### config.mk
export PLATFORM = sky130hd
export DESIGN_NAME = wr_poison_matcher
export DESIGN_NICKNAME = d
export VERILOG_FILES = /design/src/rtl/wpm_pkg.sv /design/src/rtl/coord_cmp.sv /design/src/rtl/lane_poisoner.sv /design/src/rtl/wr_poison_matcher.sv
export SDC_FILE = /design/constraint.sdc
export NUM_CORES = 1
export LEC_CHECK = 0
export BUFFER_PORTS_ARGS = -buffer_cell sky130_fd_sc_hd__buf_2
export CAP_MARGIN = 5
export CORE_AREA = 2 2 166 168
export DETAILED_ROUTE_END_ITERATION = 6
export DIE_AREA = 0 0 168 170
export RECOVER_POWER = 100
export SETUP_SLACK_MARGIN = 0.4
export SLEW_MARGIN = 10
export SYNTH_ARGS = -nofsm -noshare
export SYNTH_HDL_FRONTEND = slang
export SYNTH_SLANG_ARGS = --single-unit
### constraint.sdc
create_clock -name clk -period 0.8 [get_ports clk]
set_input_delay 0.04 -clock clk [delete_from_list [all_inputs] [get_ports clk]]
set_output_delay 0.04 -clock clk [all_outputs]
set_load 0.01 [all_outputs]
### src/rtl/wpm_pkg.sv
`timescale 1ns/1ps
package wpm_pkg;
   localparam int          CTRL_W   = 8;
   localparam logic [7:0]  ARM_CODE = 8'hFF;
   localparam int          WORD_W   = 32;
   localparam int          MODE_BIT = 6;
   localparam int          EN_BIT   = 8;

   typedef enum logic [1:0] {
      ACT_IDLE   = 2'd0,
      ACT_PASS   = 2'd1,
      ACT_POISON = 2'd2
   } beat_act_e;
endpackage

### src/rtl/coord_cmp.sv
`timescale 1ns/1ps
module coord_cmp #(
   parameter int ROW_W   = 18,
   parameter int COL_W   = 10,
   parameter int BANK_W  = 2,
   parameter int GRP_W   = 2,
   parameter int RANK_W  = 2,
   parameter int LRANK_W = 3,
   parameter int CH_W    = 1
) (
   input  logic [wpm_pkg::WORD_W-1:0] word_a_i,
   input  logic [wpm_pkg::WORD_W-1:0] word_b_i,
   input  logic [ROW_W-1:0]           row_i,
   input  logic [COL_W-1:0]           col_i,
   input  logic [BANK_W-1:0]          bank_i,
   input  logic [GRP_W-1:0]           grp_i,
   input  logic [RANK_W-1:0]          rank_i,
   input  logic [LRANK_W-1:0]         lrank_i,
   input  logic [CH_W-1:0]            ch_i,
   output logic                       match_o
);
   localparam int ROW_LSB   = 0;
   localparam int COL_LSB   = ROW_LSB + ROW_W;
   localparam int BANK_LSB  = COL_LSB + COL_W;
   localparam int GRP_LSB   = BANK_LSB + BANK_W;
   localparam int A_USED    = GRP_LSB + GRP_W;
   localparam int RANK_LSB  = 0;
   localparam int LRANK_LSB = RANK_LSB + RANK_W;
   localparam int CH_LSB    = LRANK_LSB + LRANK_W;
   localparam int B_USED    = CH_LSB + CH_W;
   localparam int N_FIELDS  = 7;

   if (A_USED > wpm_pkg::WORD_W) begin : g_bad_a
      $error("coord_cmp: word A fields exceed the word width");
   end
   if (B_USED > wpm_pkg::MODE_BIT) begin : g_bad_b
      $error("coord_cmp: word B fields collide with the mode flag");
   end

   logic [N_FIELDS-1:0] field_eq;

   assign field_eq[0] = (row_i   == word_a_i[ROW_LSB   +: ROW_W]);
   assign field_eq[1] = (col_i   == word_a_i[COL_LSB   +: COL_W]);
   assign field_eq[2] = (bank_i  == word_a_i[BANK_LSB  +: BANK_W]);
   assign field_eq[3] = (grp_i   == word_a_i[GRP_LSB   +: GRP_W]);
   assign field_eq[4] = (rank_i  == word_b_i[RANK_LSB  +: RANK_W]);
   assign field_eq[5] = (lrank_i == word_b_i[LRANK_LSB +: LRANK_W]);
   assign field_eq[6] = (ch_i    == word_b_i[CH_LSB    +: CH_W]);

   assign match_o = &field_eq;

   logic unused_words;
   assign unused_words = ^{word_a_i, word_b_i};
endmodule

### src/rtl/lane_poisoner.sv
`timescale 1ns/1ps
module lane_poisoner #(
   parameter int CHK_W  = 8,
   parameter int FLIP_W = 8
) (
   input  logic [wpm_pkg::CTRL_W-1:0] ctrl_i,
   input  logic [FLIP_W-1:0]          pattern_i,
   input  logic                       fire_i,
   input  logic [CHK_W-1:0]           chk_i,
   output logic [CHK_W-1:0]           chk_o
);
   logic             armed;
   logic [CHK_W-1:0] mask;

   if (FLIP_W > CHK_W) begin : g_bad_w
      $error("lane_poisoner: flip pattern wider than check field");
   end else if (FLIP_W == CHK_W) begin : g_full
      assign mask = pattern_i;
   end else begin : g_low
      assign mask = {{(CHK_W - FLIP_W){1'b0}}, pattern_i};
   end

   assign armed = (ctrl_i == wpm_pkg::ARM_CODE);
   assign chk_o = chk_i ^ ((armed && fire_i) ? mask : '0);
endmodule

### src/rtl/wr_poison_matcher.sv
`timescale 1ns/1ps
module wr_poison_matcher #(
   parameter int LANES   = 2,
   parameter int DATA_W  = 64,
   parameter int CHK_W   = 8,
   parameter int FLIP_W  = 8,
   parameter int ROW_W   = 18,
   parameter int COL_W   = 10,
   parameter int BANK_W  = 2,
   parameter int GRP_W   = 2,
   parameter int RANK_W  = 2,
   parameter int LRANK_W = 3,
   parameter int CH_W    = 1
) (
   input  logic                               clk,
   input  logic                               rst_n,
   input  logic [wpm_pkg::WORD_W-1:0]         match_a_i,
   input  logic [wpm_pkg::WORD_W-1:0]         match_b_i,
   input  logic [LANES*wpm_pkg::CTRL_W-1:0]   lane_ctrl_i,
   input  logic [LANES*FLIP_W-1:0]            lane_flip_i,
   input  logic                               in_valid_i,
   input  logic                               in_write_i,
   input  logic [ROW_W-1:0]                   in_row_i,
   input  logic [COL_W-1:0]                   in_col_i,
   input  logic [BANK_W-1:0]                  in_bank_i,
   input  logic [GRP_W-1:0]                   in_grp_i,
   input  logic [RANK_W-1:0]                  in_rank_i,
   input  logic [LRANK_W-1:0]                 in_lrank_i,
   input  logic [CH_W-1:0]                    in_ch_i,
   input  logic [LANES*DATA_W-1:0]            in_data_i,
   input  logic [LANES*CHK_W-1:0]             in_check_i,
   output logic                               out_valid_o,
   output logic                               out_write_o,
   output logic [LANES*DATA_W-1:0]            out_data_o,
   output logic [LANES*CHK_W-1:0]             out_check_o,
   output logic                               out_hit_o
);
   import wpm_pkg::*;

   localparam int CTRL_TOT = LANES * CTRL_W;
   localparam int CHK_TOT  = LANES * CHK_W;
   localparam int ROW_LSB  = 0;
   localparam int CH_LSB   = RANK_W + LRANK_W;

   if (LANES < 1) begin : g_bad_lanes
      $error("wr_poison_matcher: LANES must be at least 1");
   end

   logic               coord_hit;
   logic               gate_on;
   logic               fire;
   logic [CHK_TOT-1:0] chk_mod;
   beat_act_e          act_d, act_q;

   coord_cmp #(
      .ROW_W(ROW_W), .COL_W(COL_W), .BANK_W(BANK_W), .GRP_W(GRP_W),
      .RANK_W(RANK_W), .LRANK_W(LRANK_W), .CH_W(CH_W)
   ) cmp_i (
      .word_a_i (match_a_i),
      .word_b_i (match_b_i),
      .row_i    (in_row_i),
      .col_i    (in_col_i),
      .bank_i   (in_bank_i),
      .grp_i    (in_grp_i),
      .rank_i   (in_rank_i),
      .lrank_i  (in_lrank_i),
      .ch_i     (in_ch_i),
      .match_o  (coord_hit)
   );

   assign gate_on = match_b_i[EN_BIT] & match_b_i[MODE_BIT];
   assign fire    = in_valid_i & in_write_i & gate_on & coord_hit;

   for (genvar l = 0; l < LANES; l++) begin : g_lane
      lane_poisoner #(.CHK_W(CHK_W), .FLIP_W(FLIP_W)) pois_i (
         .ctrl_i    (lane_ctrl_i[l*CTRL_W +: CTRL_W]),
         .pattern_i (lane_flip_i[l*FLIP_W +: FLIP_W]),
         .fire_i    (fire),
         .chk_i     (in_check_i[l*CHK_W +: CHK_W]),
         .chk_o     (chk_mod[l*CHK_W +: CHK_W])
      );
   end

   always_comb begin
      if (!in_valid_i)  act_d = ACT_IDLE;
      else if (fire)    act_d = ACT_POISON;
      else              act_d = ACT_PASS;
   end

   always_ff @(posedge clk or negedge rst_n) begin
      if (!rst_n) begin
         out_valid_o <= 1'b0;
         out_write_o <= 1'b0;
         out_data_o  <= '0;
         out_check_o <= '0;
         act_q       <= ACT_IDLE;
      end else begin
         out_valid_o <= in_valid_i;
         out_write_o <= in_valid_i & in_write_i;
         out_data_o  <= in_data_i;
         out_check_o <= chk_mod;
         act_q       <= act_d;
      end
   end

   assign out_hit_o = (act_q == ACT_POISON);

   logic unused_ctrl;
   assign unused_ctrl = ^{lane_ctrl_i[CTRL_TOT-1:0], 1'b0};

   AST_VALID_FOLLOWS: assert property (@(posedge clk) disable iff (!rst_n)
      in_valid_i |=> out_valid_o);
   AST_IDLE_QUIET: assert property (@(posedge clk) disable iff (!rst_n)
      !in_valid_i |=> (!out_valid_o && !out_hit_o));
   AST_DATA_INTACT: assert property (@(posedge clk) disable iff (!rst_n)
      in_valid_i |=> (out_data_o == $past(in_data_i)));
   AST_READ_CLEAN: assert property (@(posedge clk) disable iff (!rst_n)
      (in_valid_i && !in_write_i) |=> (!out_hit_o && out_check_o == $past(in_check_i)));
   AST_GATED_OFF: assert property (@(posedge clk) disable iff (!rst_n)
      (in_valid_i && !(match_b_i[EN_BIT] && match_b_i[MODE_BIT]))
         |=> (!out_hit_o && out_check_o == $past(in_check_i)));
   AST_ROW_MISS: assert property (@(posedge clk) disable iff (!rst_n)
      (in_valid_i && in_row_i != match_a_i[ROW_LSB +: ROW_W]) |=> !out_hit_o);
   AST_CH_MISS: assert property (@(posedge clk) disable iff (!rst_n)
      (in_valid_i && in_ch_i != match_b_i[CH_LSB +: CH_W]) |=> !out_hit_o);

   for (genvar l = 0; l < LANES; l++) begin : g_lane_chk
      AST_UNARMED_LANE: assert property (@(posedge clk) disable iff (!rst_n)
         (in_valid_i && lane_ctrl_i[l*CTRL_W +: CTRL_W] != ARM_CODE)
            |=> (out_check_o[l*CHK_W +: CHK_W] == $past(in_check_i[l*CHK_W +: CHK_W])));
      AST_SINGLE_FLIP: assert property (@(posedge clk) disable iff (!rst_n)
         (in_valid_i && lane_flip_i[l*FLIP_W +: FLIP_W] == FLIP_W'(1))
            |=> ($countones(out_check_o[l*CHK_W +: CHK_W]
                            ^ $past(in_check_i[l*CHK_W +: CHK_W])) <= 1));
   end
endmodule

==> impl_metrics.tcl, run 1 <==
set metrics [dict create \
    status "complete, but fails checks" \
    violations "negative hold slack, negative setup slack" \
    initial_core_util_pct 17.5 \
    antenna_found_initial 0 \
    ys_ff_latch 148 \
    min_period_ns 1.19 \
    grt_max_degree 35 \
    synth_edf_count 0 \
    critPathLaunchType "input pin" \
    worst_setup_path_end_kind "register" \
    grt_setup_unrepaired "true" \
    maxSlewHeadroom_pct 35.6 \
    yosys_warnings 0 \
    grt_overflow 0 \
    dp_hpwl_um 13800 \
    fmax_mhz 841 \
    fillerInstances 2585 \
    setup_viol 165 \
    rows 60 \
    totalPowerFinal_mw 18.4 \
    design.core.area_um2 26700 \
    holdCritPathClass "input pin to asynchronous set/reset pin" \
    setup_ws_ns -0.389 \
    die_y_um 170 \
    post_drt_wl_per_cell_um 15.6 \
    yosys-top-cells-count "148 x dfrtp_1, 54 x xor2_1, 18 x nor4_1" \
    finalHoldViolCount 47 \
    netlist_area_um2 4680 \
    path_clk_slew_ns 0.07 \
    avgSynthCellArea_um2 17.3 \
    crit_chain "buf_2 > xor2_1 > nor4_2 > nand4_2 > buf_6 > buf_12 > nor4_2 > xor2_1" \
    cts.sinks 148 \
    worst_pin_slew_ns 0.965 \
    yosys.cell_types.count 14 \
    worst-setup-path-type "input pin to register" \
    crit_fanout 8 \
    die-area_um2 28600 \
    drc 0 \
    yosys-top-cells-area "dfrtp_1 79%, xor2_1 10%, nor4_2 3.5%, nor4_1 2.4%, nand2_1 1.4%" \
    worst_ep_arrival_time_ns 1.53 \
    fin_crit_sh_pct 149 \
    required_ns 1.14 \
    ys_seq_area_share_pct 79.2 \
    io_pins 429 \
    ant_nets 0 \
    whs_ns -0.224 \
    peakVddDrop_v 0.00115 \
    p_per_area_nw_per_um2 1870 \
    synth_nets 553 \
    htree_num_levels 4 \
    post-route-util_pct 36.9 \
    final_nets 1134 \
    syn_inst 271 \
    synthFlopType "dfrtp_1" \
    clockRootBuffer "clkbuf_16" \
    gr-usage-all-layers_pct 13.0 \
    wirelength_um 18800 \
    cts_tree "yes" \
    io_buffers 404 \
    cpPeakStageDelay_ns 0.34 \
    grt_pass1_vias 5026 \
    synth.most_common_cell "dfrtp_1" \
    viasPerCell 3.65 \
    slowest_stage "nor4_2" \
    place_inst 1044 \
    leakage_nw 4.98 \
    vias 4406 \
    yosysTopAreaCellShare_pct 79.2 \
    drv_cap 0 \
    grt_pass1_wl_um 27700 \
    final_cells 1206 \
    synthArstFlopShare_pct 100 \
    area_growth_pct 110 \
    post-place-ws_ns -0.850 \
    firstDrtPassIters 4 \
    drive_gt1_share_pct 56.4 \
    cts_made_buffers 17 \
    n_antenna_cell 0 \
    place.gp.congestion 0.815 \
    drtIter0Drc 74 \
    synth_top_area_cell "dfrtp_1" \
    die_w_um 168 \
    maxSlewViolCount 0 \
    ctsLongestPathBuffers 2 \
]
-- registers in the layout, indices dropped and copies added, names as in the netlist --
register     flops
out_write_o      1
out_data_o     128
out_check_o     16
out_valid_o      1
act_q            2
-- area by class of cell --
cell class / count / area, um2 / share of cell area [%]
Multi-Input combinational cell: 120 / 1210 / 12.3
Sequential cell: 148 / 3700 / 37.6
Clock buffer: 18 / 429 / 4.36
Clock inverter: 14 / 141 / 1.44
Timing Repair Buffer: 565 / 3930 / 39.9
Tap cell: 341 / 427 / 4.34
-- timing repair --
action                                  in CTS  in global routing
endpoints found under the hold margin      295                184
endpoints found under the setup margin     165                181
gates cloned                                 1                  0
pin swaps                                   33                  7
buffers inserted                             1                  0
hold buffers                               127                  1
resized for setup                           77                 41
-- cells in the final DEF (no fill, tap or decap), types with 7 or more instances in the layout --
cell / synthesis / final
clkbuf_1: 0 / 17
nand2_1: 17 / 17
xor2_1: 54 / 48
clkdlybuf4s25_1: 0 / 9
buf_4: 1 / 15
nand4_1: 7 / 7
dfrtp_1: 148 / 148
nor4_2: 13 / 11
nor4_4: 1 / 15
dlymetal6s4s_1: 0 / 7
clkbuf_16: 0 / 17
buf_6: 2 / 56
clkbuf_2: 0 / 10
buf_2: 0 / 335
dlygate4sd3_1: 0 / 112
-- worst max-delay path, delay by kind of cell --
kind	cells	cell delay [ns]
buf+inv	3	0.42
xor+xnor	2	0.34
simple gates	3	0.72
-- metal layers --
layer	part of all wire (%)	GRT usage (%)	wire length, um	vias to the layer above
li1	-	-	-	2071
met1	34	13.2	6400	2066
met2	56	25.2	10500	253
met3	7.8	3.63	1480	16
met4	2.2	4.80	418	0
met5	0	0	0	-
-- how the worst max path moves through the flow --
stage / startpoint / to / slack, ns / depth (start not counted)
finish: match_a_i[26] / out_check_o[1]$_DFF_PN0_ / -0.39 / 8
floorplan: match_a_i[1] / out_check_o[11]$_DFF_PN0_ / -0.58 / 6
CTS: match_a_i[8] / out_check_o[6]$_DFF_PN0_ / -0.35 / 7
detailed placement: match_a_i[3] / out_check_o[7]$_DFF_PN0_ / -0.85 / 7
global route: match_a_i[26] / out_check_o[0]$_DFF_PN0_ / -0.49 / 8
global placement: match_a_i[3] / out_check_o[1]$_DFF_PN0_ / -0.80 / 7
-- report_power, final --
group | leakage (nW) | internal, mW | switching [mW]
Clock | 0.278 | 4.38 | 3.39
Combinational | 2.98 | 1.51 | 1.12
Sequential | 1.73 | 7.86 | 0.131
-- metrics by stage --
| stage | setup TNS [ns] | instance area (um2) |
|---|---|---|
| after floorplan | -8.79 | 4700 |
| after global placement | -13.78 | 7420 |
| after detailed placement | -14.11 | 7420 |
| after CTS | -30.60 | 9730 |
| after global routing | -34.70 | 9840 |
| final | -26.93 | 9840 |
-- cells by family after synthesis --
family,count (synthesis),synth area share [%]
xor gates and xnor gates,54,10.1
buffers and inverters,3,0.642
DFF,148,79.2
and+or+nand+nor,66,10.1
(Power assumes the default switching activity.)
==> inputs of run 2 (changes only) <==
RECOVER_POWER = 50   (was 100)
==> run 2 against run 1 <==
- power is 0.11% higher
- routed wire length hardly changed
- cell count stayed put
- sequential power hardly changed
- the run still ends with negative hold slack, negative setup slack left
- flip-flop and latch count stayed put
- via count is 0.11% lower
==> impl_metrics.tcl, run 2 (synthesis gave the netlist of run 1 again) <==
set metrics [dict create \
    status "complete, but fails checks" \
    violations "negative hold slack, negative setup slack" \
    holdCritPathClass "input pin to asynchronous set/reset pin" \
    crit_chain "buf_2 > xor2_1 > nor4_2 > nand4_2 > buf_6 > buf_12 > nor4_2 > xor2_1" \
    drv_cap 0 \
    post_drt_wl_per_cell_um 15.6 \
    grt_overflow 0 \
    p_per_area_nw_per_um2 1860 \
    die_w_um 168 \
    die-area_um2 28600 \
    worst_pin_slew_ns 0.965 \
    firstDrtPassIters 4 \
    leakage_nw 5.07 \
    grt_max_degree 35 \
    fillerInstances 2575 \
    maxSlewViolCount 0 \
    drive_gt1_share_pct 58.0 \
    setup_viol 165 \
    worst-setup-path-type "input pin to register" \
    grt_pass1_vias 5026 \
    finalHoldViolCount 53 \
    fin_crit_sh_pct 149 \
    cts.sinks 148 \
    antenna_found_initial 0 \
    placedInstanceArea_um2 7420 \
    post-place-ws_ns -0.850 \
    most-common-layout-cells "349 x buf_2, 148 x dfrtp_1, 112 x dlygate4sd3_1" \
    rows 60 \
    setup_ws_ns -0.389 \
    gr-usage-all-layers_pct 13.0 \
    area_growth_pct 111 \
    place_inst 1044 \
    required_ns 1.14 \
    clockRootBuffer "clkbuf_16" \
    largest-register "out_data_o" \
    cts_tree "yes" \
    ctsLongestPathBuffers 2 \
    cts_made_buffers 17 \
    wirelength_um 18800 \
    drc 0 \
    worst_setup_path_end_kind "register" \
    critPathLaunchType "input pin" \
    multi_input_area_um2 1210 \
    io_pins 429 \
    io_buffers 404 \
    viasPerCell 3.65 \
    register_area_um2 3700 \
    crit_fanout 8 \
    initial_core_util_pct 17.5 \
    drtIter0Drc 73 \
    slowest_stage "nor4_2" \
    cpPeakStageDelay_ns 0.34 \
    design.core.area_um2 26700 \
    vias 4401 \
    whs_ns -0.225 \
    die_y_um 170 \
    path_clk_slew_ns 0.07 \
    top_regs "out_data_o: 128 flops, out_check_o: 16 flops, act_q: 2 flops" \
    dp_hpwl_um 13800 \
    crit_family "simple AND/OR/NAND/NOR gates" \
    fin_area_um2 9870 \
    n_antenna_cell 0 \
    htree_num_levels 4 \
    grt_setup_unrepaired "true" \
    critPathBufInv 3 \
    layout_commonest_cell "buf_2" \
    final_cells 1206 \
    fmax_mhz 841 \
    min_period_ns 1.19 \
    grt_pass1_wl_um 27700 \
    final_nets 1134 \
    worst_ep_arrival_time_ns 1.53 \
    ant_nets 0 \
    maxSlewHeadroom_pct 35.6 \
    largest_reg_flops 128 \
    peakVddDrop_v 0.00115 \
    place.gp.congestion 0.815 \
]
## run 2: cell type report
class | count | area share [%]
Timing Repair Buffer | 565 | 40.1
Sequential cell | 148 | 37.5
Multi-Input combinational cell | 120 | 12.3
Clock buffer | 18 | 4.35
Tap cell | 341 | 4.32
Clock inverter | 14 | 1.43
## run 2: where the power goes
| group | leakage [nW] | internal, mW | switching, mW |
|---|---|---|---|
| sequential | 1.73 | 7.86 | 0.131 |
| clock | 0.278 | 4.38 | 3.40 |
| combinational | 3.06 | 1.52 | 1.12 |
| total | 5.07 | 13.8 | 4.65 |
## run 2: per-stage QoR
step	total power [mW]	utilization (%)	TNS (ns)
6_report	18.4	37.1	-27.01
4_1_cts	18.7	36.5	-30.60
5_1_grt	19.3	37.1	-34.70
2_1_floorplan	8.55	-	-8.79
3_3_place_gp	10.0	27.8	-13.78
3_5_place_dp	10.1	27.8	-14.11
## run 2: timing repair
action	4_1_cts	5_1_grt
buffers inserted	1	0
gates cloned	1	0
hold buffers	127	1
resized for setup	77	41
setup endpoints to repair	165	181
hold endpoints to repair	295	184
pin swaps	33	7
## run 2: worst paths after layout
| kind | depth (start not counted) | endpoint | from | slack, ns |
|---|---|---|---|---|
| min | 1 | out_data_o[93]$_DFF_PN0_ | rst_n | -0.22 |
| min in group clk | 2 | out_check_o[1]$_DFF_PN0_ | in_check_i[1] | -0.20 |
| max | 8 | out_check_o[1]$_DFF_PN0_ | match_a_i[26] | -0.39 |
| max in group asynchronous | 2 | out_data_o[117]$_DFF_PN0_ | rst_n | 0.24 |
## run 2: per-layer routing
metal  routed length (um)  track usage (%)  vias to the layer above
li1                     -                -                     2071
met1                 6420             13.2                     2067
met2                10600             25.2                      249
met3                 1470             3.63                       14
met4                  354             4.80                        0
met5                    0                0                        -
